[config.mk]
export PLATFORM = sky130hd
export DESIGN_NAME = ipc_mailbox
export DESIGN_NICKNAME = d
export VERILOG_FILES = /design/src/rtl/mbx_pkg.sv /design/src/rtl/mbx_fifo.sv /design/src/rtl/mbx_tx_regs.sv /design/src/rtl/mbx_rx_port.sv /design/src/rtl/ipc_mailbox.sv
export SDC_FILE = /design/constraint.sdc
export NUM_CORES = 1
export LEC_CHECK = 0
export BUFFER_PORTS_ARGS = -buffer_cell sky130_fd_sc_hd__buf_2
export CORE_ASPECT_RATIO = 0.5
export CORE_UTILIZATION = 50
export CTS_CLUSTER_SIZE = 40
export DETAILED_ROUTE_END_ITERATION = 16
export GPL_TIMING_DRIVEN = 0
export PLACE_DENSITY = 0.68
export SLEW_MARGIN = 20
export SYNTH_ARGS = -nofsm -noshare
export SYNTH_HDL_FRONTEND = slang
export SYNTH_SLANG_ARGS = --single-unit
[constraint.sdc]
create_clock -name clk_i -period 8.2 [get_ports clk_i]
set_input_delay 1.64 -clock clk_i [delete_from_list [all_inputs] [get_ports clk_i]]
set_output_delay 1.64 -clock clk_i [all_outputs]
set_load 0.005 [all_outputs]
[src/rtl/mbx_pkg.sv]
package mbx_pkg;
  localparam int unsigned DATA_W = 32;
  localparam int unsigned ADDR_W = 8;
  localparam int unsigned MSG_W  = 2 * DATA_W - 1;

  localparam logic [ADDR_W-1:0] OFS_TX_LO = 8'h00;
  localparam logic [ADDR_W-1:0] OFS_TX_HI = 8'h04;
  localparam logic [ADDR_W-1:0] OFS_RX_LO = 8'h08;
  localparam logic [ADDR_W-1:0] OFS_RX_HI = 8'h0C;
  localparam logic [ADDR_W-1:0] OFS_STAT  = 8'h10;
  localparam logic [ADDR_W-1:0] OFS_ERR   = 8'h14;
  localparam logic [ADDR_W-1:0] OFS_IEN   = 8'h18;
  localparam logic [ADDR_W-1:0] OFS_LOCK  = 8'h1C;

  localparam int unsigned ERR_OVF = 0;
  localparam int unsigned ERR_UDF = 1;
  localparam int unsigned STAT_CNT_LSB = 4;
endpackage

[src/rtl/mbx_fifo.sv]
module mbx_fifo #(
  parameter int unsigned DEPTH = 8,
  parameter int unsigned WIDTH = 63,
  localparam int unsigned PTR_W = (DEPTH > 1) ? $clog2(DEPTH) : 1,
  localparam int unsigned CNT_W = $clog2(DEPTH + 1)
) (
  input  logic             clk_i,
  input  logic             rst_ni,
  input  logic             push_i,
  input  logic [WIDTH-1:0] push_data_i,
  input  logic             pop_i,
  output logic [WIDTH-1:0] head_o,
  output logic             full_o,
  output logic             empty_o,
  output logic [CNT_W-1:0] count_o,
  output logic             ovf_o,
  output logic             udf_o
);
  logic [WIDTH-1:0] mem_q [DEPTH];
  logic [PTR_W-1:0] wr_ptr_q, rd_ptr_q;
  logic [CNT_W-1:0] cnt_q;
  logic             do_push, do_pop;

  function automatic logic [PTR_W-1:0] ptr_inc(input logic [PTR_W-1:0] p);
    return (p == PTR_W'(DEPTH - 1)) ? '0 : p + 1'b1;
  endfunction

  assign full_o  = (cnt_q == CNT_W'(DEPTH));
  assign empty_o = (cnt_q == '0);
  assign count_o = cnt_q;
  assign head_o  = mem_q[rd_ptr_q];
  assign do_push = push_i & ~full_o;
  assign do_pop  = pop_i & ~empty_o;
  assign ovf_o   = push_i & full_o;
  assign udf_o   = pop_i & empty_o;

  always_ff @(posedge clk_i) begin
    if (do_push) mem_q[wr_ptr_q] <= push_data_i;
  end

  always_ff @(posedge clk_i or negedge rst_ni) begin
    if (!rst_ni) begin
      wr_ptr_q <= '0;
      rd_ptr_q <= '0;
      cnt_q    <= '0;
    end else begin
      if (do_push) wr_ptr_q <= ptr_inc(wr_ptr_q);
      if (do_pop)  rd_ptr_q <= ptr_inc(rd_ptr_q);
      case ({do_push, do_pop})
        2'b10:   cnt_q <= cnt_q + 1'b1;
        2'b01:   cnt_q <= cnt_q - 1'b1;
        default: cnt_q <= cnt_q;
      endcase
    end
  end

  AST_CNT_BOUND: assert property (@(posedge clk_i) disable iff (!rst_ni)
    cnt_q <= CNT_W'(DEPTH));
  AST_FULL_DROP: assert property (@(posedge clk_i) disable iff (!rst_ni)
    push_i && full_o && !pop_i |=> cnt_q == $past(cnt_q));
  AST_EMPTY_POP: assert property (@(posedge clk_i) disable iff (!rst_ni)
    pop_i && empty_o && !push_i |=> empty_o);
  AST_POP_DEC: assert property (@(posedge clk_i) disable iff (!rst_ni)
    pop_i && !empty_o && !push_i |=> cnt_q == $past(cnt_q) - 1'b1);
endmodule

[src/rtl/mbx_tx_regs.sv]
module mbx_tx_regs
  import mbx_pkg::*;
#(
  parameter int unsigned NUM_REQ = 4,
  parameter int unsigned CNT_W   = 4
) (
  input  logic              clk_i,
  input  logic              rst_ni,
  input  logic              sel_i,
  input  logic              write_i,
  input  logic [ADDR_W-1:0] addr_i,
  input  logic [DATA_W-1:0] wdata_i,
  output logic [DATA_W-1:0] rdata_o,
  output logic              push_o,
  output logic [MSG_W-1:0]  push_data_o,
  output logic [NUM_REQ-1:0] int_en_o,
  input  logic              full_i,
  input  logic              empty_i,
  input  logic [CNT_W-1:0]  count_i,
  input  logic              ovf_i,
  input  logic              udf_i
);
  logic [DATA_W-1:0]  lo_q;
  logic [NUM_REQ-1:0] ien_q, lock_q;
  logic [1:0]         err_q, err_set, err_clr;
  logic               wr, wr_lo, wr_err, wr_ien, wr_lock;

  assign wr      = sel_i & write_i;
  assign wr_lo   = wr && addr_i == OFS_TX_LO;
  assign wr_err  = wr && addr_i == OFS_ERR;
  assign wr_ien  = wr && addr_i == OFS_IEN;
  assign wr_lock = wr && addr_i == OFS_LOCK;

  // commit only when the valid flag is set in the upper word
  assign push_o      = wr && addr_i == OFS_TX_HI && wdata_i[DATA_W-1];
  assign push_data_o = {wdata_i[DATA_W-2:0], lo_q};
  assign int_en_o    = ien_q;

  assign err_set = {udf_i, ovf_i};
  assign err_clr = wr_err ? wdata_i[1:0] : 2'b00;

  always_ff @(posedge clk_i or negedge rst_ni) begin
    if (!rst_ni) begin
      lo_q   <= '0;
      ien_q  <= '0;
      lock_q <= '0;
      err_q  <= '0;
    end else begin
      if (wr_lo)   lo_q   <= wdata_i;
      if (wr_ien)  ien_q  <= wdata_i[NUM_REQ-1:0];
      if (wr_lock) lock_q <= wdata_i[NUM_REQ-1:0];
      err_q <= (err_q & ~err_clr) | err_set;   // a new event beats a clear
    end
  end

  always_comb begin
    rdata_o = '0;
    case (addr_i)
      OFS_STAT: begin
        rdata_o[0] = full_i;
        rdata_o[1] = empty_i;
        rdata_o[STAT_CNT_LSB +: CNT_W] = count_i;
      end
      OFS_ERR:  rdata_o[1:0] = err_q;
      OFS_IEN:  rdata_o[NUM_REQ-1:0] = ien_q;
      OFS_LOCK: rdata_o[NUM_REQ-1:0] = lock_q;
      default:  rdata_o = '0;
    endcase
  end

  AST_OVF_STICKY: assert property (@(posedge clk_i) disable iff (!rst_ni)
    err_q[ERR_OVF] && !(wr_err && wdata_i[ERR_OVF]) |=> err_q[ERR_OVF]);
  AST_UDF_SET: assert property (@(posedge clk_i) disable iff (!rst_ni)
    udf_i |=> err_q[ERR_UDF]);
  AST_ERR_CLR: assert property (@(posedge clk_i) disable iff (!rst_ni)
    wr_err && wdata_i[ERR_UDF] && !udf_i |=> !err_q[ERR_UDF]);
  AST_LOCK_HOLD: assert property (@(posedge clk_i) disable iff (!rst_ni)
    !wr_lock |=> $stable(lock_q));
endmodule

[src/rtl/mbx_rx_port.sv]
module mbx_rx_port
  import mbx_pkg::*;
(
  input  logic              sel_i,
  input  logic              write_i,
  input  logic [ADDR_W-1:0] addr_i,
  output logic [DATA_W-1:0] rdata_o,
  output logic              pop_o,
  input  logic [MSG_W-1:0]  head_i,
  input  logic              empty_i
);
  assign pop_o = sel_i & write_i & (addr_i == OFS_RX_HI);

  always_comb begin
    rdata_o = '0;
    if (!empty_i) begin
      if (addr_i == OFS_RX_LO)      rdata_o = head_i[DATA_W-1:0];
      else if (addr_i == OFS_RX_HI) rdata_o = {1'b1, head_i[MSG_W-1:DATA_W]};
    end
  end
endmodule

[src/rtl/ipc_mailbox.sv]
module ipc_mailbox
  import mbx_pkg::*;
#(
  parameter int unsigned DEPTH   = 8,
  parameter int unsigned NUM_REQ = 4,
  localparam int unsigned CNT_W  = $clog2(DEPTH + 1)
) (
  input  logic              clk_i,
  input  logic              rst_ni,
  input  logic              s_sel_i,
  input  logic              s_write_i,
  input  logic [ADDR_W-1:0] s_addr_i,
  input  logic [DATA_W-1:0] s_wdata_i,
  output logic [DATA_W-1:0] s_rdata_o,
  input  logic              r_sel_i,
  input  logic              r_write_i,
  input  logic [ADDR_W-1:0] r_addr_i,
  output logic [DATA_W-1:0] r_rdata_o,
  output logic              irq_o
);
  logic               push, pop, full, empty, ovf, udf;
  logic [MSG_W-1:0]   push_data, head;
  logic [CNT_W-1:0]   count;
  logic [NUM_REQ-1:0] int_en;

  mbx_fifo #(.DEPTH(DEPTH), .WIDTH(MSG_W)) u_fifo (
    .clk_i, .rst_ni,
    .push_i(push), .push_data_i(push_data), .pop_i(pop),
    .head_o(head), .full_o(full), .empty_o(empty), .count_o(count),
    .ovf_o(ovf), .udf_o(udf)
  );

  mbx_tx_regs #(.NUM_REQ(NUM_REQ), .CNT_W(CNT_W)) u_tx (
    .clk_i, .rst_ni,
    .sel_i(s_sel_i), .write_i(s_write_i), .addr_i(s_addr_i), .wdata_i(s_wdata_i),
    .rdata_o(s_rdata_o), .push_o(push), .push_data_o(push_data), .int_en_o(int_en),
    .full_i(full), .empty_i(empty), .count_i(count), .ovf_i(ovf), .udf_i(udf)
  );

  mbx_rx_port u_rx (
    .sel_i(r_sel_i), .write_i(r_write_i), .addr_i(r_addr_i), .rdata_o(r_rdata_o),
    .pop_o(pop), .head_i(head), .empty_i(empty)
  );

  assign irq_o = (|int_en) & ~empty;

  AST_IRQ_DROP: assert property (@(posedge clk_i) disable iff (!rst_ni)
    pop && count == CNT_W'(1) && !push |=> !irq_o);
  AST_IRQ_RISE: assert property (@(posedge clk_i) disable iff (!rst_ni)
    push && (|int_en) && !pop |=> irq_o);
endmodule

# After elaboration in Yosys (flattened, before gate mapping)
# Memories as Yosys holds them, arrays and structs flattened.
# Index checks and enable logic that the tools add are counted.
# W data, S select, Z words.
[totals] in_bits=54 word_cells=59 mem_count=1 regBits=52 ram_bits=504
[op_classes] addsub=4 n_reduce_logical=10 mux=12 eq_ne=12 bitwise=13
[mem_list] name="u_fifo.mem_q" depth=8 word_bits=63 rd=1 rd_ports_with_merged_regs=0 write_ports=1 line_no="mbx_fifo.sv:19" text="logic [WIDTH-1:0] mem_q [DEPTH];"
[ops] op="$mux W32" n=3
[ops] op="$eq A8 B5 Y1 const B" n=4
[ops] op="$eq A8 B4 Y1 const B" n=2
[ops] op="$and A1 B1 Y1" n=8
[ops] op="$eq A8 B3 Y1 const B" n=1
[ops] op="$logic_not A8 Y1" n=1
[ops] op="$pmux W2 S4" n=1
[ops] op="$pmux W4 S2" n=1
[ops] op="$add A3 B1 Y3 const B" n=2
[ops] op="$eq A3 B3 Y1 const B" n=2
[ops] op="$logic_and A1 B1 Y1" n=6
[ops] op="$mux W3" n=2
[ops] op="$add A4 B1 Y4 const B" n=1
[ops] op="$eq A4 B4 Y1 const B" n=1
[ops] op="$logic_not A4 Y1" n=1
[ops] op="$mux W4" n=1
[ops] op="$pmux W2 S2" n=1
[ops] op="$reduce_or A4 Y1" n=1
[ops] op="$sub A4 B1 Y4 const B" n=1
[ops] op="$and A2 B2 Y2" n=1
[ops] op="$eq A2 B1 Y1 const B" n=1
[ops] op="$eq A2 B2 Y1 const B" n=1
[ops] op="$mux W1" n=2
[ops] op="$mux W2" n=1
[ops] op="other kinds (4)" n=5

# Logic depth before layout (Yosys ltp)
# Gate-level depths: netlist of the first run.
[depth] word_depth=6 depth_mapped=12

# Modules after synthesis
# From an unflattened synthesis of the first run, not the netlist that was laid out.
[hier_totals] hier_cells=1056 hier_area_um2=22575.4
[modules_own_cells] mod="mbx_fifo" instances=1 seq_area_each_um2=15384.8 cells_each=792 area_per_inst_um2=19556.3
[modules_own_cells] mod="mbx_tx_regs" instances=1 seq_area_each_um2=1051.0 cells_each=181 area_per_inst_um2=2229.6
[modules_own_cells] mod="mbx_rx_port" instances=1 seq_area_each_um2=0.0 cells_each=81 area_per_inst_um2=779.5
[modules_own_cells] mod="ipc_mailbox" instances=1 seq_area_each_um2=0.0 cells_each=2 area_per_inst_um2=10.0

# Worst setup path before layout of the first run
# OpenSTA, ideal clock, no wires.
[synth_path] path_type="input-to-reg" from="input port s_addr_i[5]" to="memory u_fifo.mem_q[1][0], enable pin" path_slack_ns=-1.012 setup_time_ns=0.639 stages=5 arrival_time_ns=8.573 path_buffers=1 path_cell_list="or3_4 nor3_4 nand4_1 buf_4 nor4_1"
[synth_via] elab_chain_cells=6
[synth_rtl] element="start: declaration" line_no="ipc_mailbox.sv:12" text="input logic [ADDR_W-1:0] s_addr_i,"
[synth_rtl] element="$eq A8 B3 Y1" line_no="mbx_tx_regs.sv:35" text="assign push_o = wr && addr_i == OFS_TX_HI && wdata_i[DATA_W-1];"
[synth_rtl] element="$logic_and A1 B1 Y1 (2 in series)" line_no="mbx_tx_regs.sv:35"
[synth_rtl] element="$and A1 B1 Y1" line_no="mbx_fifo.sv:32" text="assign do_push = push_i & ~full_o;"
[synth_rtl] element="$mux W1" line_no="mbx_fifo.sv:38" text="if (do_push) mem_q[wr_ptr_q] <= push_data_i;"
[synth_rtl] element="$mux W1 (implied by the code)" line_no="mbx_fifo.sv:38"
[synth_rtl] element="end: declaration" line_no="mbx_fifo.sv:19"
# Every way passes these cells.

# Worst setup path in the final report of the first run
[layout_path] from="input port r_addr_i[6]" to="output port r_rdata_o[11]"
[layout_via] elab_chain_cells=4 word_cells_on_any_way=5 cone_classes="2 x eq/ne; 3 x mux"
[layout_rtl] element="start: declaration" line_no="ipc_mailbox.sv:17" text="input logic [ADDR_W-1:0] r_addr_i,"
[layout_rtl] element="$eq A8 B4 Y1" line_no="mbx_rx_port.sv:18" text="else if (addr_i == OFS_RX_HI) rdata_o = {1'b1, head_i[MSG_W-1:DATA_W]};"
[layout_rtl] element="$mux W32" line_no="mbx_rx_port.sv:18"
[layout_rtl] element="$mux W32 *" line_no="mbx_rx_port.sv:17" text="if (addr_i == OFS_RX_LO) rdata_o = head_i[DATA_W-1:0];"
[layout_rtl] element="$mux W32 *" line_no="mbx_rx_port.sv:16" text="if (!empty_i) begin"
[layout_rtl] element="end: declaration" line_no="ipc_mailbox.sv:18" text="output logic [DATA_W-1:0] r_rdata_o,"
# Every way passes the cells marked *; elsewhere a longest branch is shown, timed or not.

==> impl_results.md, run 1 <==
- Run status: completed
- Setup crit start: r_addr_i[6]
- Dominant combinational cell family by area after synthesis: multiplexers
- Initial antenna violation count: 0
- Number of diodes: 0
- Clk slew on worst S/H paths: 0.06 ns
- Class of the tightest hold or removal check: reg -> reg
- Core Area: approximately 43000 um2
- Fraction of synthesized cell area in xor and xnor cells: 0.002009
- FP Rows: 53
- Worst skew pair latency: 0.57 ns
- Combinational share of power: 0.013
- Arrival time worst endpoint: about 3.7 ns
- Effective utilization at floorplan: 0.5127
- I/O pin total: 119
- Library cell appearing most often on the critical path: sky130_fd_sc_hd__buf_2
- Post-synthesis cell type with the largest combined area: sky130_fd_sc_hd__edfxtp_1
- R2R Path End: u_fifo.mem_q[6][50]
- Highest achievable clock rate: 185.8 MHz
- Fraction of registers with async set/reset: 0.09353
- FF+latch area: about 16000 um2
- Data required time of the critical path: 6.56 ns
- Post-synthesis adder-cell area fraction: 0.004019
- Final Hold Fails: 0
- RD Place Congestion: 0.7556
- Ratio of routed vias to standard cells: 5.781
- Synthesized cell area: 21790 um2
- Die W: 297.3 um
- Family with the most delay on the worst path: simple AND/OR/NAND/NOR gates
- Relative slew slack: 0.2033
- Simple-gate area share of the yosys netlist: 0.01699
- Net switching fraction of the power: 0.1899
- Final Power: 5.459 mW
- Compound-cell area share of the yosys netlist: 0.01125
- CP peak stage delay: 0.59 ns
- Count of distinct cell types in the synthesized netlist: 40
- GRT Util Overall: 0.2133
- Die span in y: roughly 150 um
- Share of the clock period used by the worst path: 0.6563
- Static leakage: 9.038 nW
- Area of the die: 44480 um2
- Critical path class: in -> out
- TritonCTS clock tree: yes
- Number of enable-type register cells in the synthesized netlist: 504
- Reg-to-reg slack, setup: ~4.5 ns
- Number of pins exceeding their max-slew limit in the final report: 0
- Half-perimeter wire length after detailed placement: 30910 um
- Final wirelength: roughly 47000 um
- Gate Count Post-Synth: between 900 and 1000
- Setup violations, final: 0
- Area occupied by multi-input gates: 5056 um2
- Reg power frac: 0.567
- Internal power consumption: 4.423 mW
- Count of nets left with antenna violations after detail routing: 0
- WHS: 0.5302 ns
- Critical R2R Launch: u_fifo.count_o[1]
- Overflow after GRT: 0
- Cells taking the most area after synthesis: sky130_fd_sc_hd__edfxtp_1 69%, sky130_fd_sc_hd__mux4_2 13%, sky130_fd_sc_hd__dfrtp_1 6.0%
- Net count reported at finish: 1305
- First-pass GRT wire length: 69490 um
- Detailed-route via count: 10752
- Crit start category: input pin
- Max Buffers Root-to-Sink: 3
- Number of violations reported at the end of detailed-routing iteration 0: between 1000 and 1500
- Clock sinks: 556
- Fraction of synthesized area in multiplexers: 0.1912
- TritonRoute pass-1 iters: 5
- Number of synthesis warnings: 0
- Largest fanout on the critical path: 10
- RSZ-0062 raised after global routing: false
- Library cell used as clock root buffer: sky130_fd_sc_hd__clkbuf_16
- Filler cells: 2973
- Worst VDD drop: 0.1305 mV
- Most used flip-flop cell after synthesis: sky130_fd_sc_hd__edfxtp_1
- Via count of the first global-routing pass: 11174
- Standard cell with the maximum stage delay on the critical path: sky130_fd_sc_hd__or4b_1
- Capturing element type of the critical path: primary output
- List of most frequent post-synthesis cells: 504 x sky130_fd_sc_hd__edfxtp_1, 127 x sky130_fd_sc_hd__mux4_2, 66 x sky130_fd_sc_hd__mux2i_1
- Buffers inserted by post-CTS timing repair: 0
- Critical path cell sequence: buf_2 -> or4b_1 -> nor2_1 -> nand3b_1 -> buf_2 -> o22ai_1 -> buf_2
- #FFs+latches synth: 556
- Most common cell in the netlist: sky130_fd_sc_hd__edfxtp_1
- DRC: 0
- Setup Skew: 0.02833 ns
- Largest net degree at the start of global routing: 35
- Port Buffer Count: 93
- Layout cells sized above 1: 0.3913
- Share of total power in the clock network: 0.421
- Actual transition at the worst max-transition pin: 1.195 ns
- Worst Hold Path EP: u_tx.lock_q[3]
- Net Switching: 1.036 mW
- Number of maximum-capacitance violations: 0
- Synthesis-to-layout area growth: 16.57%
- Post-CTS Resized: 0
- Number of buffers added to fix hold violations after cts: 0
- Sequential-to-total area share from yosys stat: 0.7542
- Avg Inst Size Synth: 22.24 um2
- Power density over the cells: about 210 nW/um2
- Number of buffer and inverter stages on the critical path: 3
- Period minus WS final: 5.382 ns
- Number of CTS-inserted buffers: 48
- Hold path startpoint: u_tx.lock_q[3]
- Average wire per standard cell: approximately 25 um
- Worst reg-to-reg path cell count: 13
- Clock H-tree levels: 2
- Hold path cells: 1
- Area share of the largest cell type after synthesis: 0.6945
routing by layer:
layer | track usage | vias to the layer above | share of wire
li1 | - | 4592 | -
met1 | 0.3064 | 5699 | 0.43
met2 | 0.3457 | 403 | 0.48
met3 | 0.03673 | 58 | 0.066
met4 | 0.05026 | 0 | 0.016
met5 | 0 | - | 0
layout make-up:
type | instances | share of cell area
buffer | 71 | 0.01660
inverter | 5 | 0.0007387
timing repair buffer | 191 | 0.04595
clock buffer | 72 | 0.05363
tap | 577 | 0.02842
sequential | 556 | 0.6469
multi-input combinational | 371 | 0.1990
clock inverter | 17 | 0.008717
per-stage QoR:
stage,setup TNS (ns),setup slack [ns],area (um2),utilization,instances
global route,0,2.738,25410,0.5977,1860
finish,0,2.818,25410,0.5977,1860
floorplan,-255.13,-1.012,21880,-,1003
CTS,0,2.809,25390,0.5974,1859
global placement,-2794.89,-7.904,23070,0.5427,1673
detailed placement,0,2.820,23810,0.5602,1770
power groups by stage:
stage | Combinational (mW) | Sequential, mW | Clock (mW)
after floorplan | 0.0266 | 3.15 | 0
after global placement | 0.0638 | 3.15 | 0
after CTS | 0.0695 | 3.09 | 2.33
after detailed placement | 0.0695 | 3.15 | 0
after global routing | 0.0764 | 3.09 | 2.44
final | 0.0690 | 3.09 | 2.30
sequential cells by signal (all words and copies together) (netlist names):
name / flops
u_tx.lock_q: 4
u_tx.err_q: 2
u_fifo.count_o: 4
u_fifo.rd_ptr_q: 3
u_fifo.wr_ptr_q: 3
u_tx.int_en_o: 4
u_fifo.mem_q: 504
u_tx.lo_q: 32
cells by family after synthesis:
| kind of cell | after synthesis |
|---|---|
| buffers and inverters | 76 |
| DFF | 556 |
| and+or+nand+nor | 55 |
| muxes | 240 |
| adders and majority gates | 7 |
| AOI/OAI and AO/OA | 40 |
| xor gates and xnor gates | 5 |
| other | 1 |
worst max-delay path by stage:
stage | to | slack, ns | cells past startpoint
after global placement | u_fifo.mem_q[3][42] | -7.90 | 6
after detailed placement | r_rdata_o[11] | 2.82 | 7
final | r_rdata_o[11] | 2.82 | 7
after floorplan | u_fifo.mem_q[1][0] | -1.01 | 5
after global routing | r_rdata_o[11] | 2.74 | 7
after CTS | r_rdata_o[11] | 2.81 | 7
cells in the final DEF, fill, tap and decap left out, types with 7 or more instances in the layout:
cell type,instances
sky130_fd_sc_hd__mux2i_1,66
sky130_fd_sc_hd__buf_6,16
sky130_fd_sc_hd__buf_2,159
sky130_fd_sc_hd__dfrtp_1,52
sky130_fd_sc_hd__clkbuf_1,33
sky130_fd_sc_hd__mux2_4,31
sky130_fd_sc_hd__edfxtp_1,504
sky130_fd_sc_hd__mux2_2,16
sky130_fd_sc_hd__conb_1,24
sky130_fd_sc_hd__nor2_1,9
sky130_fd_sc_hd__ha_1,7
sky130_fd_sc_hd__mux4_2,127
sky130_fd_sc_hd__buf_4,70
sky130_fd_sc_hd__clkbuf_16,49
sky130_fd_sc_hd__o22ai_1,31
No activity file was read; power rests on OpenSTA's default activity.
==> inputs of run 2 (changes only) <==
ABC_AREA = 1   (was default)
clock period = 4.94 ns   (was 8.2 ns; I/O delays follow)
==> run 2 against run 1 <==
Effect of this change:
- combinational power grew to 5.2 times the previous value
- highest routed layer unchanged
- largest cell class unchanged
- wire length grew 48%
- cell count grew 71%
- critical endpoint is now r_rdata_o[22]
- global-route usage grew 6.9 points
==> impl_results.md, run 2 <==
- Capturing element type of the critical path: primary output
- Number of synthesis warnings: 0
- Number of maximum-capacitance violations: 0
- Effective utilization at floorplan: 0.5103
- RD Place Congestion: 0.8798
- Cells taking the most area after synthesis: sky130_fd_sc_hd__edfxtp_1 63%, sky130_fd_sc_hd__nand2_1 10%, sky130_fd_sc_hd__nand3_1 7.3%
- Max Buffers Root-to-Sink: 3
- Post-synthesis cell type with the largest combined area: sky130_fd_sc_hd__edfxtp_1
- Largest net degree at the start of global routing: between 50 and 60
- Power density over the cells: 342.2 nW/um2
- Ratio of routed vias to standard cells: 5.491
- Number of flip-flops under the largest register name: about 500
- Relative slew slack: 0.2559
- Avg Inst Size Synth: 10.42 um2
- Worst setup slack before clock tree synthesis: 0.9587 ns
- Buffers inserted by post-CTS timing repair: 0
- Area share of the largest cell type after synthesis: 0.6290
- Synthesis-to-layout area growth: 15.24%
- Final total negative setup slack: 0 ns
- Clock sinks: 556
- Filler cells: 3808
- I/O pin total: 119
- Number of pins exceeding their max-slew limit in the final report: 0
- Crit start category: flip-flop
- Class of the tightest hold or removal check: in -> async
- Synthesized cell area: 24060 um2
- Critical path class: reg -> out
- Data required time of the critical path: between 3 and 4 ns
- Number of buffers added to fix hold violations after cts: 0
- Initial antenna violation count: 0
- Setup Skew: between 0.02 and 0.03 ns
- Sequential-to-total area share from yosys stat: 0.6831
- Detailed-route via count: 17473
- Library cell used as clock root buffer: sky130_fd_sc_hd__clkbuf_16
- Net count reported at finish: ~2600
- TritonRoute pass-1 iters: 6
- Average wire per standard cell: 21.71 um
- Largest registers ranked by flip-flop count: u_fifo.mem_q (504), u_tx.lo_q (32)
- Count of distinct cell types in the synthesized netlist: 30
- Fraction of registers with async set/reset: 0.09353
- Setup violations, final: 0
- Final Hold Fails: 0
- Arrival time worst endpoint: 3.18 ns
- Die span in y: roughly 160 um
- Clock H-tree levels: 2
- Via count of the first global-routing pass: 16285
- DRC: 0
- Port Buffer Count: 94
- Run status: completed
- Post-CTS Resized: 0
- Number of enable-type register cells in the synthesized netlist: 504
- Half-perimeter wire length after detailed placement: between 40000 and 50000 um
- Die W: around 310 um
- Number of violations reported at the end of detailed-routing iteration 0: 2295
- Gate Count Post-Synth: 2309
- Largest fanout on the critical path: 10
- Worst VDD drop: between 0.2 and 0.3 mV
- Core Area: 47160 um2
- FP Rows: 56
- Number of CTS-inserted buffers: 50
- Area of the die: 49060 um2
- Count of nets left with antenna violations after detail routing: 0
- Clk slew on worst S/H paths: 0.07 ns
- List of most frequent post-synthesis cells: 639 x sky130_fd_sc_hd__nand2_1, 504 x sky130_fd_sc_hd__edfxtp_1, 349 x sky130_fd_sc_hd__nand3_1
- Final Power: 9.489 mW
- Final WS setup: 0.7685 ns
- First-pass GRT wire length: 101000 um
- Most common cell after layout, fill and taps aside: sky130_fd_sc_hd__nand2_1
- Highest achievable clock rate: 239.7 MHz
- Reg-to-reg slack, setup: roughly 2.2 ns
- Final wirelength: 69090 um
- RSZ-0062 raised after global routing: false
- GRT Util Overall: 0.2821
- Commonest non-fill, non-tap cells in the layout: 639 x sky130_fd_sc_hd__nand2_1, 504 x sky130_fd_sc_hd__edfxtp_1, 349 x sky130_fd_sc_hd__nand3_1
- Share of the clock period used by the worst path: 0.8444
- Register with the most flip-flops: u_fifo.mem_q
- Most common cell in the netlist: sky130_fd_sc_hd__nand2_1
- Most used flip-flop cell after synthesis: sky130_fd_sc_hd__edfxtp_1
- Actual transition at the worst max-transition pin: 1.116 ns
- Layout cells sized above 1: 0.1553
- #FFs+latches synth: 556
- TritonCTS clock tree: yes
- Static leakage: 11.72 nW
- Period minus WS final: 4.172 ns
- WHS: around 0.49 ns
- Overflow after GRT: 0
- Number of diodes: 0
- Worst skew pair latency: a little under 0.6 ns
## run 2: final timing paths
path | start | to | depth (start not counted)
min in group clk_i | u_fifo.count_o[3] | u_fifo.count_o[3] | 1
hold / removal | rst_ni | u_fifo.count_o[0] | 1
max in group asynchronous | rst_ni | u_tx.lo_q[13] | 1
setup reg to reg | u_fifo.count_o[1] | u_fifo.mem_q[2][24] | 10
setup / recovery | u_fifo.rd_ptr_q[2] | r_rdata_o[22] | 6
hold reg to reg | u_fifo.count_o[3] | u_fifo.count_o[3] | 1
## run 2: logic make-up after synthesis
family	synth area share
compound gates	0.01264
xor+xnor	0.001092
fa+ha+maj	0.003640
buf+inv	0.07462
flops	0.6831
other cells	0.0001558
simple gates	0.2248
## run 2: report_power, final
group	total, mW	internal, mW	switching (mW)	leakage [nW]
registers	5.14	5.12	0.0219	5.47
clock network	3.99	2.26	1.73	0.823
logic	0.357	0.104	0.253	5.43
total	9.49	7.48	2.01	11.7
## run 2: worst max-delay path, cell delays in order (launching register included)
cell and delay, ns:
sky130_fd_sc_hd__dfrtp_1 0.39, sky130_fd_sc_hd__clkbuf_1 0.72, sky130_fd_sc_hd__clkbuf_1 0.77, sky130_fd_sc_hd__nand3_1 0.17, sky130_fd_sc_hd__nand3_1 0.18, sky130_fd_sc_hd__a21oi_1 0.16, sky130_fd_sc_hd__buf_2 0.20
## run 2: cell type report
cell class	count	area (um2)	area share
buffer	138	729.5	0.02631
clock buffer	67	1406	0.05072
clock inverter	26	252.7	0.009115
inverter	284	1066	0.03844
multi-input combinational	1354	5977	0.2155
sequential	556	16440	0.5927
tap	638	798.3	0.02879
timing repair buffer	119	1064	0.03835
## run 2: per-layer routing
metal  global-route usage  up-vias  wire length [um]
met5                    0        -                 0
met4               0.1092        0              2567
met3              0.04875      171              7826
met2               0.4372     1094             30550
met1               0.4001     8319             28140
li1                     -     7889                 -
## run 2: through the flow
| step | area, um2 | cells | util |
|---|---|---|---|
| 2_1_floorplan | 24150 | 2332 | - |
| 3_3_place_gp | 25420 | 3064 | 0.5390 |
| 6_report | 27730 | 3182 | 0.5880 |
| 3_5_place_dp | 26070 | 3089 | 0.5529 |
| 5_1_grt | 27730 | 3182 | 0.5880 |
| 4_1_cts | 27730 | 3182 | 0.5880 |
